===== src/rtl/ptmr_pkg.sv =====
package ptmr_pkg;
  localparam int DATA_W = 32;
  localparam int FRAC_W = 9;
  localparam int LIM_W  = 22;
  localparam int CNT_W  = 54;
  localparam int ADDR_W = 2;
  localparam int HI_LSB = DATA_W - FRAC_W;

  typedef enum logic [ADDR_W-1:0] {
    OFS_PRIMARY = 2'd0,
    OFS_COUNT   = 2'd1,
    OFS_LIMONLY = 2'd2,
    OFS_RUNCTL  = 2'd3
  } ofs_e;

  function automatic logic [LIM_W-1:0] limit_field(input logic [DATA_W-1:0] w);
    logic [LIM_W-1:0] f;
    f = w[FRAC_W +: LIM_W];
    return (f == '0) ? '1 : f;
  endfunction

  function automatic logic [DATA_W-1:0] place_field(input logic [LIM_W-1:0] f);
    logic [DATA_W-1:0] w;
    w = '0;
    w[FRAC_W +: LIM_W] = f;
    return w;
  endfunction

  function automatic logic [DATA_W-1:0] user_low(input logic [CNT_W-1:0] c);
    return {c[HI_LSB-1:0], {FRAC_W{1'b0}}};
  endfunction

  function automatic logic [DATA_W-1:0] user_high(input logic [CNT_W-1:0] c);
    return DATA_W'(c[CNT_W-1:HI_LSB]);
  endfunction
endpackage


===== src/rtl/ptmr_core.sv =====
module ptmr_core
  import ptmr_pkg::*;
(
  input  logic             clk,
  input  logic             rst_n,
  input  logic             tick_en,
  input  logic             run,
  input  logic             user_mode,
  input  logic             clr,
  input  logic [LIM_W-1:0] lim,
  output logic [CNT_W-1:0] cnt,
  output logic             expire
);
  logic [CNT_W-1:0] cnt_q;
  logic [LIM_W-1:0] low_nxt;
  logic             step;

  assign step    = run && tick_en;
  assign low_nxt = cnt_q[LIM_W-1:0] + LIM_W'(1);
  assign expire  = step && !user_mode && (low_nxt == lim);
  assign cnt     = cnt_q;

  always_ff @(posedge clk or negedge rst_n) begin
    if (!rst_n) begin
      cnt_q <= '0;
    end else if (clr) begin
      cnt_q <= '0;
    end else if (step) begin
      if (user_mode)   cnt_q <= cnt_q + CNT_W'(1);
      else if (expire) cnt_q <= {cnt_q[CNT_W-1:LIM_W], {LIM_W{1'b0}}};
      else             cnt_q <= {cnt_q[CNT_W-1:LIM_W], low_nxt};
    end
  end

  p_hold_stopped_r8: assert property (@(posedge clk) disable iff (!rst_n)
    (!run && !clr) |=> $stable(cnt_q));
  p_expire_wrap_r6: assert property (@(posedge clk) disable iff (!rst_n)
    (expire && !clr) |=> (cnt_q[LIM_W-1:0] == '0));
  p_clear_r3: assert property (@(posedge clk) disable iff (!rst_n)
    clr |=> (cnt_q == '0));
endmodule


===== src/rtl/ptmr_ctrl.sv =====
module ptmr_ctrl
  import ptmr_pkg::*;
(
  input  logic              clk,
  input  logic              rst_n,
  input  logic              user_mode,
  input  logic              reload,
  input  logic              wr_en,
  input  logic              rd_en,
  input  logic [ADDR_W-1:0] addr,
  input  logic [DATA_W-1:0] wdata,
  input  logic              expire,
  output logic [LIM_W-1:0]  lim,
  output logic              run,
  output logic              irq,
  output logic              reached,
  output logic              cnt_clr
);
  logic [LIM_W-1:0] lim_q;
  logic run_q, irq_q, reached_q;
  logic wr_primary, wr_count, rd_ack;

  assign wr_primary = wr_en && (addr == OFS_PRIMARY);
  assign wr_count   = wr_en && (addr == OFS_COUNT) && user_mode;
  assign rd_ack     = rd_en && (addr == OFS_PRIMARY) && !user_mode;
  assign cnt_clr    = reload || wr_primary || wr_count;

  always_ff @(posedge clk or negedge rst_n) begin
    if (!rst_n) begin
      lim_q <= '1; run_q <= 1'b1; irq_q <= 1'b0; reached_q <= 1'b0;
    end else if (reload) begin
      lim_q <= '1; run_q <= 1'b1; irq_q <= 1'b0; reached_q <= 1'b0;
    end else begin
      if (rd_ack) begin
        irq_q     <= 1'b0;
        reached_q <= 1'b0;
      end
      if (wr_en) begin
        unique case (addr)
          OFS_PRIMARY: begin
            if (!user_mode) lim_q <= limit_field(wdata);
            irq_q <= 1'b0;
          end
          OFS_COUNT:   if (user_mode) irq_q <= 1'b0;
          OFS_LIMONLY: lim_q <= limit_field(wdata);
          OFS_RUNCTL:  if (user_mode && (wdata[0] != run_q)) run_q <= wdata[0];
          default: ;
        endcase
      end
      if (expire && !cnt_clr) begin
        irq_q     <= 1'b1;
        reached_q <= 1'b1;
      end
    end
  end

  assign lim     = lim_q;
  assign run     = run_q;
  assign irq     = irq_q;
  assign reached = reached_q;

  p_lim_nonzero_r2: assert property (@(posedge clk) disable iff (!rst_n)
    lim_q != '0);
  p_irq_limit_only_r6: assert property (@(posedge clk) disable iff (!rst_n)
    $rose(irq_q) |-> $past(!user_mode));
  p_expire_sets_r6: assert property (@(posedge clk) disable iff (!rst_n)
    (expire && !cnt_clr && !reload) |=> (irq_q && reached_q));
  p_read_ack_r4: assert property (@(posedge clk) disable iff (!rst_n)
    (rd_ack && !expire && !reload) |=> (!irq_q && !reached_q));
  p_wr_clear_r3: assert property (@(posedge clk) disable iff (!rst_n)
    wr_primary |=> !irq_q);
  p_reload_r11: assert property (@(posedge clk) disable iff (!rst_n)
    reload |=> (run_q && (lim_q == '1) && !irq_q));
  p_limit_run_fixed_r8: assert property (@(posedge clk) disable iff (!rst_n)
    (!user_mode && !reload) |=> $stable(run_q));
endmodule


===== src/rtl/ptmr_top.sv =====
module ptmr_top
  import ptmr_pkg::*;
(
  input  logic              clk,
  input  logic              rst_n,
  input  logic              tick_en,
  input  logic              user_mode,
  input  logic              reload_req,
  input  logic              wr_en,
  input  logic              rd_en,
  input  logic [ADDR_W-1:0] addr,
  input  logic [DATA_W-1:0] wdata,
  output logic [DATA_W-1:0] rdata,
  output logic              irq
);
  logic [LIM_W-1:0] lim;
  logic [CNT_W-1:0] cnt;
  logic run, reached, cnt_clr, expire;

  ptmr_ctrl u_ctrl (
    .clk(clk), .rst_n(rst_n), .user_mode(user_mode), .reload(reload_req),
    .wr_en(wr_en), .rd_en(rd_en), .addr(addr), .wdata(wdata),
    .expire(expire), .lim(lim), .run(run), .irq(irq),
    .reached(reached), .cnt_clr(cnt_clr)
  );

  ptmr_core u_core (
    .clk(clk), .rst_n(rst_n), .tick_en(tick_en), .run(run),
    .user_mode(user_mode), .clr(cnt_clr), .lim(lim),
    .cnt(cnt), .expire(expire)
  );

  always_comb begin
    unique case (addr)
      OFS_PRIMARY: rdata = user_mode ? user_high(cnt) : place_field(lim);
      OFS_COUNT:   rdata = user_mode ? user_low(cnt)
                         : (place_field(cnt[LIM_W-1:0]) | {reached, {(DATA_W-1){1'b0}}});
      OFS_RUNCTL:  rdata = DATA_W'(run);
      default:     rdata = '0;
    endcase
  end

  p_user_no_irq_rise_r6: assert property (@(posedge clk) disable iff (!rst_n)
    (user_mode && $past(user_mode)) |-> !$rose(irq));
endmodule


===== config.mk =====
export PLATFORM = sky130hd
export DESIGN_NAME = ptmr_top
export DESIGN_NICKNAME = d
export VERILOG_FILES = /design/src/rtl/ptmr_pkg.sv /design/src/rtl/ptmr_core.sv /design/src/rtl/ptmr_ctrl.sv /design/src/rtl/ptmr_top.sv
export SDC_FILE = /design/constraint.sdc
export NUM_CORES = 1
export LEC_CHECK = 0
export BUFFER_PORTS_ARGS = -buffer_cell sky130_fd_sc_hd__buf_2
export CAP_MARGIN = 40
export CORE_MARGIN = 8
export CORE_UTILIZATION = 50
export CTS_CLUSTER_SIZE = 40
export DETAILED_ROUTE_END_ITERATION = 8
export GPL_TIMING_DRIVEN = 1
export HOLD_SLACK_MARGIN = 0.15
export PLACE_DENSITY = 0.71
export SYNTH_ARGS = -nofsm -noshare
export SYNTH_HDL_FRONTEND = slang
export SYNTH_SLANG_ARGS = --single-unit

===== constraint.sdc =====
create_clock -name clk -period 4.3 [get_ports clk]
set_clock_uncertainty 0.2 [all_clocks]
set_input_delay 0.645 -clock clk [delete_from_list [all_inputs] [get_ports clk]]
set_output_delay 0.645 -clock clk [all_outputs]
set_load 0.005 [all_outputs]

==> impl_metrics.toml, run 1 <==
[status]
outcome = "finished, final reports clean"

[final_layout]
diodes = 0
area_growth_pct = 11.55
nets = 679
n_fill_cell = 915
drive_gt1_frac = 0.2059
utilization = 0.5693

[synth]
synth-seq-cells = 79
synth.cell_area_um2 = 5221
synth_seq_area_share = 0.3841
synth_edf_count = 0
ys.warnings.count = 0
synth_top_area_frac = 0.2684
syn_nets = 631
synth.area.top_cells = "dfrtp_1, dfstp_2, nor2_1, xor2_1, xnor2_1"
synth_ff_type = "dfrtp_1"
async_flop_share = 1.000
avgSynthCellArea_um2 = 8.880
synthCells = 588
synth_top_cell_by_area = "dfrtp_1"
ys_types = 70

[power]
leakage_nw = 2.441
peakVddDrop_mv = 0.2336
power.density_nw_per_um2 = 275.8

[cts]
post_cts_buffers = 0
clock_latency_ns = 0.37
cts_buffers = 9
cts_root_buf = "clkbuf_8"
clk_pin_slew_ns = 0.09
cts_tree = "built"
hold_buffers = 1
cts_resized = 0
clk_path_buf_depth = 2
cts_max_level = 3
cts_sinks = 79

[placement]
port_buffers = 64
gp_congestion = 0.9613
dp_worst_setup_slack_ns = 0.9578
hpwlAfterDp_um = 10760

[hold_path]
min_path_type = "in -> reg"

[floorplanning]
rows = 37
die_h_um = 118.2
die-area_um2 = 13970
core_um2 = 10230
die_x_um = 118.2
initial_core_util = 0.5103
io_pins = 74

[worst_setup_path]
crit_chain = "ha_1 > nand3_1 > buf_4 > nor3_1 > nand3_1 > a22oi_1 > o22ai_1 > nand4_2 > or4b_1 > a31oi_1"
cp_max_fo = 9
endpoint_kind = "flop"
start_kind = "flop"
slowest_stage = "dfrtp_1"
cpMostUsedCell = "nand3_1"
criticalPathCategory = "reg -> reg"
worstPathRequired_ns = 4.39
worst-endpoint-arrival_ns = 3.53
crit_path_max_incr_delay_ns = 0.56

[detailed_routing]
num_vias = 4534
ant_nets = 0
vias_per_cell = 5.835
finalWirelength_um = 14330
wl_per_cell_um = 18.44
drtPass1Iterations = 5
drtIter0Drc = 388
drc = 0

[flow_run]
drv_cap = 0

[timing]
tightest_slew_ns = 0.8548
relSlewSlack = 0.4301
clock.fmax_mhz = 290.8
setup_violations = 0
slew_viol_final = 0
fin_crit_sh = 0.7996
layout_min_cycle_time_ns = 3.438
fin_hold_ws_ns = 0.3017
setup_tns_ns = 0
setup_ws_ns = 0.8618
finalHoldViolCount = 0
rsz0062_at_grt = "no"

[grt]
overflow = 0
grt_pass1_vias = 4514
grt_max_degree = 52
grt_pass1_wl_um = 23580
grt_antenna_before_repair = 0
grt_use_total = 0.2051
==> sequential cells by signal, indices dropped and copies added, names as in the netlist <==
| signal | flops |
|---|---|
| u_ctrl.irq | 1 |
| u_core.cnt | 54 |
| u_ctrl.reached | 1 |
| u_ctrl.run | 1 |
| u_ctrl.lim | 22 |
==> critical path, delay by kind of cell (launching register included) <==
family,cells,cell delay [ns]
simple gates,5,1.54
flops,1,0.56
compound gates,3,0.53
fa+ha+maj,1,0.27
buf+inv,1,0.26
==> Yosys cell counts, drive strengths merged, types with 9 or more instances <==
cell type / number
a211oi: 10
a21oi: 30
and2: 17
and3: 12
buf: 17
clkbuf: 22
dfrtp: 56
dfstp: 23
inv: 10
mux2i: 17
nand2: 34
nand3: 31
nand4: 17
nor2: 106
nor4: 13
o21ai: 9
o22a: 22
xnor2: 37
xor2: 37
==> path summary, 6_finish.rpt <==
check | cells past startpoint | end | slack, ns | startpoint
worst max register to register | 10 | u_core.cnt[7] | 0.86 | u_core.cnt[0]
max in group asynchronous | 3 | u_ctrl.lim[18] | 2.72 | rst_n
min in group asynchronous | 2 | u_core.cnt[7] | 0.55 | rst_n
worst max-delay path | 10 | u_core.cnt[7] | 0.86 | u_core.cnt[0]
worst min-delay path | 2 | u_ctrl.lim[9] | 0.30 | wdata[18]
worst min register to register | 2 | u_ctrl.reached | 0.33 | u_ctrl.reached
==> final cells by class <==
class / count / area [µm²] / area share
clock inverter: 7 / 106.4 / 0.01826
clock buffer: 9 / 123.9 / 0.02127
multi-input combinational: 459 / 2942 / 0.5050
tap: 136 / 170.2 / 0.02922
inverter: 11 / 41.29 / 0.007089
timing repair buffer: 76 / 435.4 / 0.07476
sequential: 79 / 2006 / 0.3444
==> cells by family after synthesis <==
kind of cell | share of synthesized area
compound gates | 0.1196
buf+inv | 0.05248
simple gates | 0.2765
fa+ha+maj | 0.006949
xor+xnor | 0.1256
mux | 0.03475
flops | 0.3841
==> cells in the final DEF (no fill, tap or decap), types with 3 or more instances in the layout <==
master | netlist | final
a31oi_1 | 4 | 4
and4_1 | 5 | 5
nor2b_1 | 4 | 4
dfstp_2 | 23 | 23
a21oi_1 | 30 | 30
o22a_1 | 22 | 22
xnor2_1 | 36 | 36
nand4_1 | 14 | 14
nor2_1 | 106 | 106
mux2i_1 | 17 | 17
dfrtp_1 | 56 | 56
nand2_1 | 33 | 33
nor3b_1 | 3 | 3
buf_2 | 3 | 63
inv_6 | 0 | 4
and2_1 | 16 | 16
nand3b_1 | 3 | 3
nor4_1 | 10 | 10
buf_4 | 2 | 11
inv_1 | 10 | 10
nand3_1 | 30 | 30
clkbuf_8 | 1 | 9
a211oi_1 | 10 | 10
nor3_1 | 8 | 8
o21ai_0 | 9 | 9
and3_1 | 12 | 12
or3_1 | 5 | 5
nand2b_1 | 3 | 3
xor2_1 | 37 | 37
==> power by group <==
group          switching [W]  internal (W)
Combinational       0.000102     0.0000673
Clock               0.000315      0.000339
Sequential         0.0000195      0.000763
Total               0.000437       0.00117
==> per-layer routing <==
metal / vias up / share of wire / track usage
met4: 0 / 0.018 / 0.06645
met2: 162 / 0.45 / 0.3133
met1: 2191 / 0.46 / 0.2771
met5: - / 0 / 0
met3: 24 / 0.073 / 0.05426
li1: 2157 / - / -
==> through the flow <==
step / total power (W) / instances / cell area (µm²)
global placement: 0.0009567 / 759 / 5557
detailed placement: 0.0009645 / 760 / 5584
global route: 0.001664 / 777 / 5824
CTS: 0.001618 / 777 / 5824
floorplan: 0.0008897 / 588 / 5221
finish: 0.001606 / 777 / 5824
No activity file was read; power rests on OpenSTA's default activity.
==> run 2: changes to the inputs <==
--- a/config.mk
+++ b/config.mk
@@ -13,7 +13,7 @@
 export DETAILED_ROUTE_END_ITERATION = 8
 export GPL_TIMING_DRIVEN = 1
 export HOLD_SLACK_MARGIN = 0.15
-export PLACE_DENSITY = 0.71
+export PLACE_DENSITY = 0.74
 export SYNTH_ARGS = -nofsm -noshare
 export SYNTH_HDL_FRONTEND = slang
 export SYNTH_SLANG_ARGS = --single-unit
==> constraint.sdc (replaced) <==
create_clock -name clk -period 2.8 [get_ports clk]
set_clock_uncertainty 0.2 [all_clocks]
set_input_delay 0.42 -clock clk [delete_from_list [all_inputs] [get_ports clk]]
set_output_delay 0.42 -clock clk [all_outputs]
set_load 0.005 [all_outputs]
==> run 2 against run 1 <==
Net effect:
- first-iteration DRC count down 0.26%
- total power rose by 57%
- combinational power is 86% higher
- non-clock buffer count is 66 higher
- final area increased by 11%
- flip-flop and latch count stayed put
- die area unchanged
- utilization is 6.3 points higher
- clock power up 53%
- worst setup slack worse by 0.80 ns
- via count grew 7.8%
- routed wire length is 12% higher
- critical path type unchanged
==> impl_metrics.toml, run 2 (synthesized netlist as in run 1, its figures left out) <==
[worst_setup_path]
start_kind = "flop"
r2r_slack_ns = 0.06
criticalPathCategory = "reg -> reg"
endpoint_kind = "flop"
worstPathRequired_ns = 2.89
worst-endpoint-arrival_ns = 2.82
cp_max_fo = 4

[cts]
cts_tree = "built"
cts_max_level = 3
cts_sinks = 79
clock_latency_ns = 0.38
clk_pin_slew_ns = 0.09
clk_path_buf_depth = 2
cts_root_buf = "clkbuf_8"
cts_buffers = 9

[power]
p_sw_frac = 0.2753
power.density_nw_per_um2 = 389.6
p_seq_frac = 0.476
power.internal_w = 0.001827
p_switching_w = 0.0006940
leakage_nw = 2.763
peakVddDrop_mv = 0.3114
power_frac_comb = 0.126
p_total_w = 0.002521
p_clk_frac = 0.398

[placement]
place_inst = 799
hpwlAfterDp_um = 11640
port_buffers = 64
gp_congestion = 0.9289
dp_worst_setup_slack_ns = -0.1230

[timing]
setup_ws_ns = 0.06431
tightest_slew_ns = 0.7783
rsz0062_at_grt = "yes"
fin_crit_sh = 0.9770
slew_viol_final = 0
finalHoldViolCount = 0
fin_hold_ws_ns = 0.1885
clock.fmax_mhz = 365.5
setup_violations = 0
setup_tns_ns = 0
layout_min_cycle_time_ns = 2.736
relSlewSlack = 0.4811

[detailed_routing]
drtIter0Drc = 387
vias_per_cell = 5.796
ant_nets = 0
num_vias = 4886
finalWirelength_um = 16020
drc = 0
wl_per_cell_um = 19.00
drtPass1Iterations = 6

[status]
outcome = "finished, final reports clean"

[floorplanning]
initial_core_util = 0.5103
die-area_um2 = 13970
rows = 37
die_x_um = 118.2
die_h_um = 118.2
core_um2 = 10230
io_pins = 74

[final_layout]
layout_common_cells = "nor2_1, buf_2, dfrtp_1, buf_4, xor2_1"
multi_input_area_um2 = 3010
diodes = 0
final_common_cell = "nor2_1"
register_area_um2 = 2016
largest_reg_flops = 54
drive_gt1_frac = 0.2702
n_fill_cell = 877
instances_no_fill = 843
nets = 745
area_growth_pct = 23.94

[flow_run]
drv_cap = 0

[grt]
overflow = 0
grt_use_total = 0.2304
grt_antenna_before_repair = 0
grt_pass1_vias = 4867
grt_pass1_wl_um = 25910
grt_max_degree = 60

[hold_path]
min_path_type = "in -> reg"
run 2: final timing paths:
check | start | endpoint | cells past startpoint
max | u_core.cnt[1] | u_core.cnt[7] | 9
min | wdata[0] | u_ctrl.run | 4
max reg2reg | u_core.cnt[1] | u_core.cnt[7] | 9
min reg2reg | u_ctrl.reached | u_ctrl.reached | 2
max in group asynchronous | rst_n | u_ctrl.lim[14] | 3
min in group asynchronous | rst_n | u_core.cnt[4] | 2
run 2: what timing repair did:
item	in CTS	in global routing
cloned	0	1
endpoints found under the hold margin	79	0
pin swaps	0	3
setup endpoints to repair	13	29
setup buffers	0	4
hold buffers	24	0
gates resized for setup	4	26
run 2: layout make-up:
class                      count  share of cell area
inverter                      11            0.006381
clock buffer                   9             0.01914
multi-input combinational    459              0.4652
sequential                    79              0.3115
clock inverter                 7             0.01585
tap                          136             0.02630
timing repair buffer         142              0.1556
run 2: critical path: stages, from the launching register on:
cell	delay [ns]
dfrtp_2	0.43
buf_6	0.13
nand4_4	0.14
or3_4	0.38
maj3_2	0.32
a22oi_2	0.17
nor4_2	0.08
nand4_2	0.17
or4b_1	0.45
a31oi_1	0.19
run 2: stage by stage:
| step | utilization | instance area (µm²) |
|---|---|---|
| floorplan | - | 5221 |
| finish | 0.6325 | 6471 |
| CTS | 0.6209 | 6352 |
| global placement | 0.5737 | 5869 |
| global route | 0.6325 | 6471 |
| detailed placement | 0.5737 | 5869 |
run 2: per-layer routing:
metal | track usage | wire length (µm) | vias up
met2 | 0.3741 | 7489 | 195
met3 | 0.05854 | 1251 | 29
li1 | - | - | 2295
met4 | 0.07126 | 310 | 0
met5 | 0 | 0 | -
met1 | 0.2956 | 6970 | 2367
run 2: power groups by stage:
| stage | registers (W) | clock network, W | logic, W |
|---|---|---|---|
| 5_1_grt | 0.00120 | 0.00106 | 0.000345 |
| 2_1_floorplan | 0.00121 | 0 | 0.000160 |
| 4_1_cts | 0.00120 | 0.00101 | 0.000303 |
| 3_5_place_dp | 0.00122 | 0 | 0.000276 |
| 6_report | 0.00120 | 0.00100 | 0.000316 |
| 3_3_place_gp | 0.00122 | 0 | 0.000268 |
